**src/rtl/pkc_pkg.sv**
```systemverilog
`timescale 1ns/1ps
package pkc_pkg;

    localparam int BYTE_W = 8;
    typedef logic [BYTE_W-1:0] byte_t;

    typedef struct packed {
        logic supply_al_off;
        logic input_al_off;
        logic app_rst_mode;
        logic nap_en;
        logic pwr_down;
    } ctl_t;

    typedef enum logic [1:0] {
        EV_NONE = 2'd0,
        EV_FULL = 2'd1,
        EV_APP  = 2'd2
    } rst_ev_t;

    typedef enum logic {
        NAP_AWAKE  = 1'b0,
        NAP_ASLEEP = 1'b1
    } nap_st_t;

    function automatic byte_t pack_low(ctl_t c);
        return {2'b00, c.supply_al_off, c.input_al_off, 1'b0,
                c.app_rst_mode, c.nap_en, c.pwr_down};
    endfunction

endpackage

```
**src/rtl/pkc_rst_ctl.sv**
```systemverilog
`timescale 1ns/1ps
module pkc_rst_ctl
    import pkc_pkg::*;
(
    input  logic    clk,
    input  logic    rst,
    input  logic    pin,
    input  logic    app_mode,
    output rst_ev_t ev,
    output logic    full_pulse,
    output logic    app_pulse
);
    logic pin_prev;
    logic pin_edge;

    assign pin_edge = pin && !pin_prev;

    always_comb begin
        if (!pin_edge)     ev = EV_NONE;
        else if (app_mode) ev = EV_APP;
        else               ev = EV_FULL;
    end

    always_ff @(posedge clk) begin
        if (rst) begin
            pin_prev   <= 1'b1;
            full_pulse <= 1'b0;
            app_pulse  <= 1'b0;
        end else begin
            pin_prev   <= pin;
            full_pulse <= (ev == EV_FULL);
            app_pulse  <= (ev == EV_APP);
        end
    end

    p_one_kind_r11: assert property (@(posedge clk) disable iff (rst)
        $onehot0({full_pulse, app_pulse}));
    p_full_single_r11: assert property (@(posedge clk) disable iff (rst)
        full_pulse |=> !full_pulse);
    p_app_single_r11: assert property (@(posedge clk) disable iff (rst)
        app_pulse |=> !app_pulse);

endmodule

```
**src/rtl/pkc_nap_fsm.sv**
```systemverilog
`timescale 1ns/1ps
module pkc_nap_fsm
    import pkc_pkg::*;
(
    input  logic    clk,
    input  logic    rst,
    input  rst_ev_t ev,
    input  logic    nap_en,
    input  logic    pwr_down,
    input  logic    conv_done,
    input  logic    cs,
    output logic    nap_active
);
    nap_st_t state;
    logic    cs_prev;
    logic    cs_fall;

    assign cs_fall    = cs_prev && !cs;
    assign nap_active = (state == NAP_ASLEEP);

    always_ff @(posedge clk) begin
        if (rst || ev != EV_NONE) begin
            state   <= NAP_AWAKE;
            cs_prev <= rst ? 1'b0 : cs;
        end else begin
            cs_prev <= cs;
            if (pwr_down || cs_fall)
                state <= NAP_AWAKE;
            else if (nap_en && conv_done && cs)
                state <= NAP_ASLEEP;
        end
    end

    p_pd_blocks_r10: assert property (@(posedge clk) disable iff (rst)
        pwr_down |=> !nap_active);
    p_cs_exit_r10: assert property (@(posedge clk) disable iff (rst)
        (nap_active && cs_fall) |=> !nap_active);

endmodule

```
**src/rtl/pkc_cfg_regs.sv**
```systemverilog
`timescale 1ns/1ps
module pkc_cfg_regs
    import pkc_pkg::*;
#(
    parameter int    ADDR_W    = 8,
    parameter int    BASE_ADDR = 4,
    parameter byte_t KEY_VALUE = 8'h69
) (
    input  logic              clk,
    input  logic              rst,
    input  rst_ev_t           ev,
    input  logic [ADDR_W-1:0] addr,
    input  logic              wr,
    input  byte_t             wdata,
    output byte_t             rdata,
    output ctl_t              ctl,
    output byte_t             key
);
    localparam logic [ADDR_W-1:0] A_LOW = ADDR_W'(BASE_ADDR);
    localparam logic [ADDR_W-1:0] A_KEY = ADDR_W'(BASE_ADDR + 1);

    logic  unlocked;
    ctl_t  ctl_wr;

    assign unlocked = (key == KEY_VALUE);
    assign ctl_wr   = '{supply_al_off: wdata[5], input_al_off: wdata[4],
                        app_rst_mode: wdata[2], nap_en: wdata[1],
                        pwr_down: wdata[0]};

    always_ff @(posedge clk) begin
        if (rst || ev == EV_FULL) begin
            key <= '0;
            ctl <= '0;
        end else if (ev == EV_APP) begin
            key               <= '0;
            ctl.supply_al_off <= 1'b0;
            ctl.input_al_off  <= 1'b0;
            ctl.pwr_down      <= 1'b0;
        end else if (wr) begin
            if (addr == A_KEY)
                key <= wdata;
            if (addr == A_LOW && unlocked)
                ctl <= ctl_wr;
        end
    end

    always_comb begin
        if (addr == A_LOW)      rdata = pack_low(ctl);
        else if (addr == A_KEY) rdata = key;
        else                    rdata = '0;
    end

    p_locked_hold_r3: assert property (@(posedge clk) disable iff (rst)
        (wr && addr == A_LOW && !unlocked && ev == EV_NONE) |=> $stable(ctl));
    p_key_write_r2: assert property (@(posedge clk) disable iff (rst)
        (wr && addr == A_KEY && ev == EV_NONE) |=> key == $past(wdata));
    p_app_keep_r8: assert property (@(posedge clk) disable iff (rst)
        (ev == EV_APP) |=> (ctl.app_rst_mode && ctl.nap_en == $past(ctl.nap_en)
                            && key == '0 && !ctl.pwr_down));
    p_full_clear_r7: assert property (@(posedge clk) disable iff (rst)
        (ev == EV_FULL) |=> (ctl == '0 && key == '0));

endmodule

```
**src/rtl/pkc_power_ctrl.sv**
```systemverilog
`timescale 1ns/1ps
module pkc_power_ctrl
    import pkc_pkg::*;
#(
    parameter int    ADDR_W    = 8,
    parameter int    BASE_ADDR = 4,
    parameter byte_t KEY_VALUE = 8'h69
) (
    input  logic              clk,
    input  logic              rst,
    input  logic [ADDR_W-1:0] reg_addr,
    input  logic              reg_wr,
    input  logic [7:0]        reg_wdata,
    output logic [7:0]        reg_rdata,
    input  logic              ext_rst_pin,
    input  logic              conv_done,
    input  logic              cs_convst,
    output logic              supply_alarm_off,
    output logic              input_alarm_off,
    output logic              pin_app_mode,
    output logic              nap_enable,
    output logic              power_down,
    output logic              nap_active,
    output logic              full_init_req,
    output logic              app_clear_req
);
    rst_ev_t ev;
    ctl_t    ctl;
    byte_t   key;

    pkc_rst_ctl u_rst (
        .clk        (clk),
        .rst        (rst),
        .pin        (ext_rst_pin),
        .app_mode   (ctl.app_rst_mode),
        .ev         (ev),
        .full_pulse (full_init_req),
        .app_pulse  (app_clear_req)
    );

    pkc_cfg_regs #(
        .ADDR_W    (ADDR_W),
        .BASE_ADDR (BASE_ADDR),
        .KEY_VALUE (KEY_VALUE)
    ) u_regs (
        .clk   (clk),
        .rst   (rst),
        .ev    (ev),
        .addr  (reg_addr),
        .wr    (reg_wr),
        .wdata (reg_wdata),
        .rdata (reg_rdata),
        .ctl   (ctl),
        .key   (key)
    );

    pkc_nap_fsm u_nap (
        .clk        (clk),
        .rst        (rst),
        .ev         (ev),
        .nap_en     (ctl.nap_en),
        .pwr_down   (ctl.pwr_down),
        .conv_done  (conv_done),
        .cs         (cs_convst),
        .nap_active (nap_active)
    );

    assign supply_alarm_off = ctl.supply_al_off;
    assign input_alarm_off  = ctl.input_al_off;
    assign pin_app_mode     = ctl.app_rst_mode;
    assign nap_enable       = ctl.nap_en;
    assign power_down       = ctl.pwr_down;

    p_req_after_edge_r7: assert property (@(posedge clk) disable iff (rst)
        full_init_req |-> (key == '0 && ctl == '0));

endmodule

```
**config.mk**
```make
export PLATFORM = sky130hd
export DESIGN_NAME = pkc_power_ctrl
export DESIGN_NICKNAME = d
export VERILOG_FILES = /design/src/rtl/pkc_pkg.sv /design/src/rtl/pkc_rst_ctl.sv /design/src/rtl/pkc_nap_fsm.sv /design/src/rtl/pkc_cfg_regs.sv /design/src/rtl/pkc_power_ctrl.sv
export SDC_FILE = /design/constraint.sdc
export NUM_CORES = 1
export LEC_CHECK = 0
export ABC_AREA = 0
export BUFFER_PORTS_ARGS = -buffer_cell sky130_fd_sc_hd__buf_2
export CAP_MARGIN = 20
export CELL_PAD_IN_SITES_DETAIL_PLACEMENT = 1
export CELL_PAD_IN_SITES_GLOBAL_PLACEMENT = 2
export CORE_UTILIZATION = 28
export CTS_BUF_LIST = sky130_fd_sc_hd__clkbuf_2 sky130_fd_sc_hd__clkbuf_4 sky130_fd_sc_hd__clkbuf_8
export DETAILED_ROUTE_END_ITERATION = 12
export PLACE_DENSITY = 0.88
export SETUP_SLACK_MARGIN = 0.3
export SYNTH_ARGS = -nofsm -noshare
export SYNTH_HDL_FRONTEND = slang
export SYNTH_SLANG_ARGS = --single-unit
```
**constraint.sdc**
```tcl
create_clock -name clk -period 3.6 [get_ports clk]
set_clock_uncertainty 0.1 [all_clocks]
set_input_delay 0.72 -clock clk [delete_from_list [all_inputs] [get_ports clk]]
set_output_delay 0.72 -clock clk [all_outputs]
set_load 0.02 [all_outputs]
```
==> summary.md <==
| Metric | Value |
|---|---|
| N_diodes | 0 |
| TritonCTS Buffers | 3 |
| Cells after DPL | 160 |
| Initial Util | 0.2969 |
| Final wirelength | 2.430 mm |
| Vias per cell | 5.301 |
| Maximum vdd drop | 169.9 uV |
| Clk_lat worst skew | 290 ps |
| CTS tree | built |
| Crit path kind | input pin to output pin |
| EDFF count, synth | 0 |
| GPL Wtd Cong | 0.7285 |
| Leak | 0.4376 nW |
| Avg WL per Cell | 14.91 um |
| DR DRC count | 0 |
| Most frequent cells in the layout | 37 x buf_2, 18 x dfxtp_1, 12 x nand3_1, 12 x a21oi_1, 9 x nand2_1 |
| Final Critical Period | 3089 ps |
| Clk root buf | clkbuf_4 |
| Worst hold-check path type | register to register |
| Critical Path RT | 2780 ps |
| Die Height | 56.31 um |
| First-pass GRT wire length | 4.050 mm |
| Synth cell types | 27 |
| Status | finished clean |
| Largest stage delay on the critical path | 570 ps |
| Max-Cap Viols | 0 |
| Antenna violation net count after detailed routing | 0 |
| Post-synthesis sequential area ratio | 0.4364 |
| Post-route clock period utilization | 0.8581 |
| WP data arrival | 2270 ps |
| Row cnt | 19 |
| Worst Setup End Kind | output pin |
| PortBufs | 37 |
| Fin cells | 163 |
| Average size of a mapped cell | 8.693 sq um |
| CTS Sinks | 18 |
| Share of flip-flops with an asynchronous set or reset | 0 |
| Cell Area, Synth | 825.8 sq um |
| Post-Synthesis Net Count | 117 |
| Power per cell area | 309.4 nW/um^2 |
| Area delta synth->final | 28.79% |
| Filler instances | 351 |
| Largest net degree at the start of global routing | 17 |
| Crit path cell chain | buf_2, or4_4, nor4_4, a22o_1, buf_2 |
| H-tree Lvls | 1 |
| Final setup viols | 0 |
| Fin Setup TNS | 0 ps |
| First-pass iteration count of the detailed router | 2 |
| Die Wd | 56.31 um |
| Hpwl dp | 1.830 mm |
| Initial antenna violation count | 0 |
| Synthesis-stage register bit count | 18 |
| RSZ-0062 raised after global routing | no |
| Core Box Area | 2781 sq um |
| DR vias | 864 |
| Cts hold-fix bufs | 0 |
| Cell count after synthesis | 95 |
| Critical path's slowest cell | or4_4 |
| Fmax | 0.3237 GHz |
| Post-CTS Setup Inserts | 0 |
| Hold Startpoint | u_nap.cs_prev |
| Crit path max fanout | 9 |
| Iteration-0 DRC Markers | 13 |
| GRT Util Overall | 0.1659 |
| Rel. slew slack | 0.6348 |
| Nets@finish | 156 |
| Ports | 38 |
| Critical Path Source | reg_addr[5] |
| Slew Limit Fails | 0 |
| CTS clk-pin slew, worst paths | 100 ps |
| CP startpoint kind | input pin |
| Vias in the first global route | 866 |
| Total die area | 3170 sq um |
| Synth Flop Type | dfxtp_1 |
| Worst r2r src | u_rst.pin_prev |
| Synth warn | 0 |
| Layout cells sized above 1 | 0.3561 |
| Deepest clock path buffer count | 2 |
| Grt ovf | 0 |
| Crit path top cell by count | buf_2 |
| Commonest non-fill, non-tap cell in the layout | buf_2 |
| Worst slew pin tran | 543.7 ps |
| Fin. Hold Viols | 0 |
| # resized after CTS | 0 |
stage by stage:
step	instance area, sq um	setup slack (ps)	hold WS [ps]	power [mW]	util
floorplan	825.8	680.4	303.0	0.2160	-
global placement	1041	513.4	314.5	0.2323	0.3743
detailed placement	1041	499.4	318.0	0.2339	0.3743
CTS	1064	497.3	338.1	0.3351	0.3824
global route	1064	415.1	362.7	0.3477	0.3824
finish	1064	510.8	337.9	0.3290	0.3824
path summary, 6_finish.rpt:
path / cells past startpoint / slack [ps] / to
max: 5 / 510 / reg_rdata[1]
min: 1 / 340 / u_nap.nap_active
max reg2reg: 3 / 2040 / u_nap.nap_active
min reg2reg: 1 / 340 / u_nap.nap_active
sequential cells by signal, indices dropped and copies added, names as in the netlist:
register,cells
u_nap.cs_prev,1
u_rst.pin_prev,1
u_rst.app_pulse,1
u_regs.ctl,5
u_regs.key,8
u_nap.nap_active,1
u_rst.full_pulse,1
worst max-delay path: cells and delay by family:
kind | cells | cell delay, ps
AND/OR/NAND/NOR | 2 | 1070
buffers and inverters | 2 | 260
AO/OA/AOI/OAI | 1 | 210
synth_stat cells (2+ instances only):
master    instances  share of area
nand3_1          12          0.073
a21oi_1          12          0.073
nand2_1           9          0.041
nor2b_1           2          0.015
nand4_1           2          0.015
o21ai_0           4          0.024
or4_4             2          0.027
dfxtp_1          18           0.44
a22o_1            5          0.053
clkbuf_1          3          0.014
inv_1             2         0.0091
nand2b_1          5          0.038
and2_1            3          0.023
nor2_1            2         0.0091
nor3_2            2          0.024
cells by family (layout without fill, tap and decap cells):
| family | Yosys count | in the layout | share of synthesized area |
|---|---|---|---|
| simple gates | 46 | 46 | 0.3455 |
| compound gates | 24 | 24 | 0.1773 |
| flops | 18 | 18 | 0.4364 |
| buf+inv | 6 | 43 | 0.02878 |
| mux | 1 | 1 | 0.01212 |
metal layers:
layer	vias to the layer above	share of wire	global-route usage
met5	-	0	0
met4	0	0.0091	0.06969
met3	4	0.047	0.03226
met2	23	0.52	0.2925
met1	415	0.43	0.1951
li1	422	-	-
power breakdown:
group / internal [mW] / total [mW] / switching, mW
clock network: 0.0389 / 0.0999 / 0.0611
logic: 0.0118 / 0.0282 / 0.0164
registers: 0.201 / 0.201 / 0.000380
layout make-up:
cell class / instances / area [sq um] / share of cell area
Timing Repair Buffer: 38 / 192.7 / 0.1812
Multi-Input combinational cell: 71 / 441.7 / 0.4153
Clock buffer: 3 / 22.52 / 0.02118
Tap cell: 31 / 38.79 / 0.03647
Sequential cell: 18 / 360.3 / 0.3388
Inverter: 2 / 7.507 / 0.007059
No activity file was read; power rests on OpenSTA's default activity.
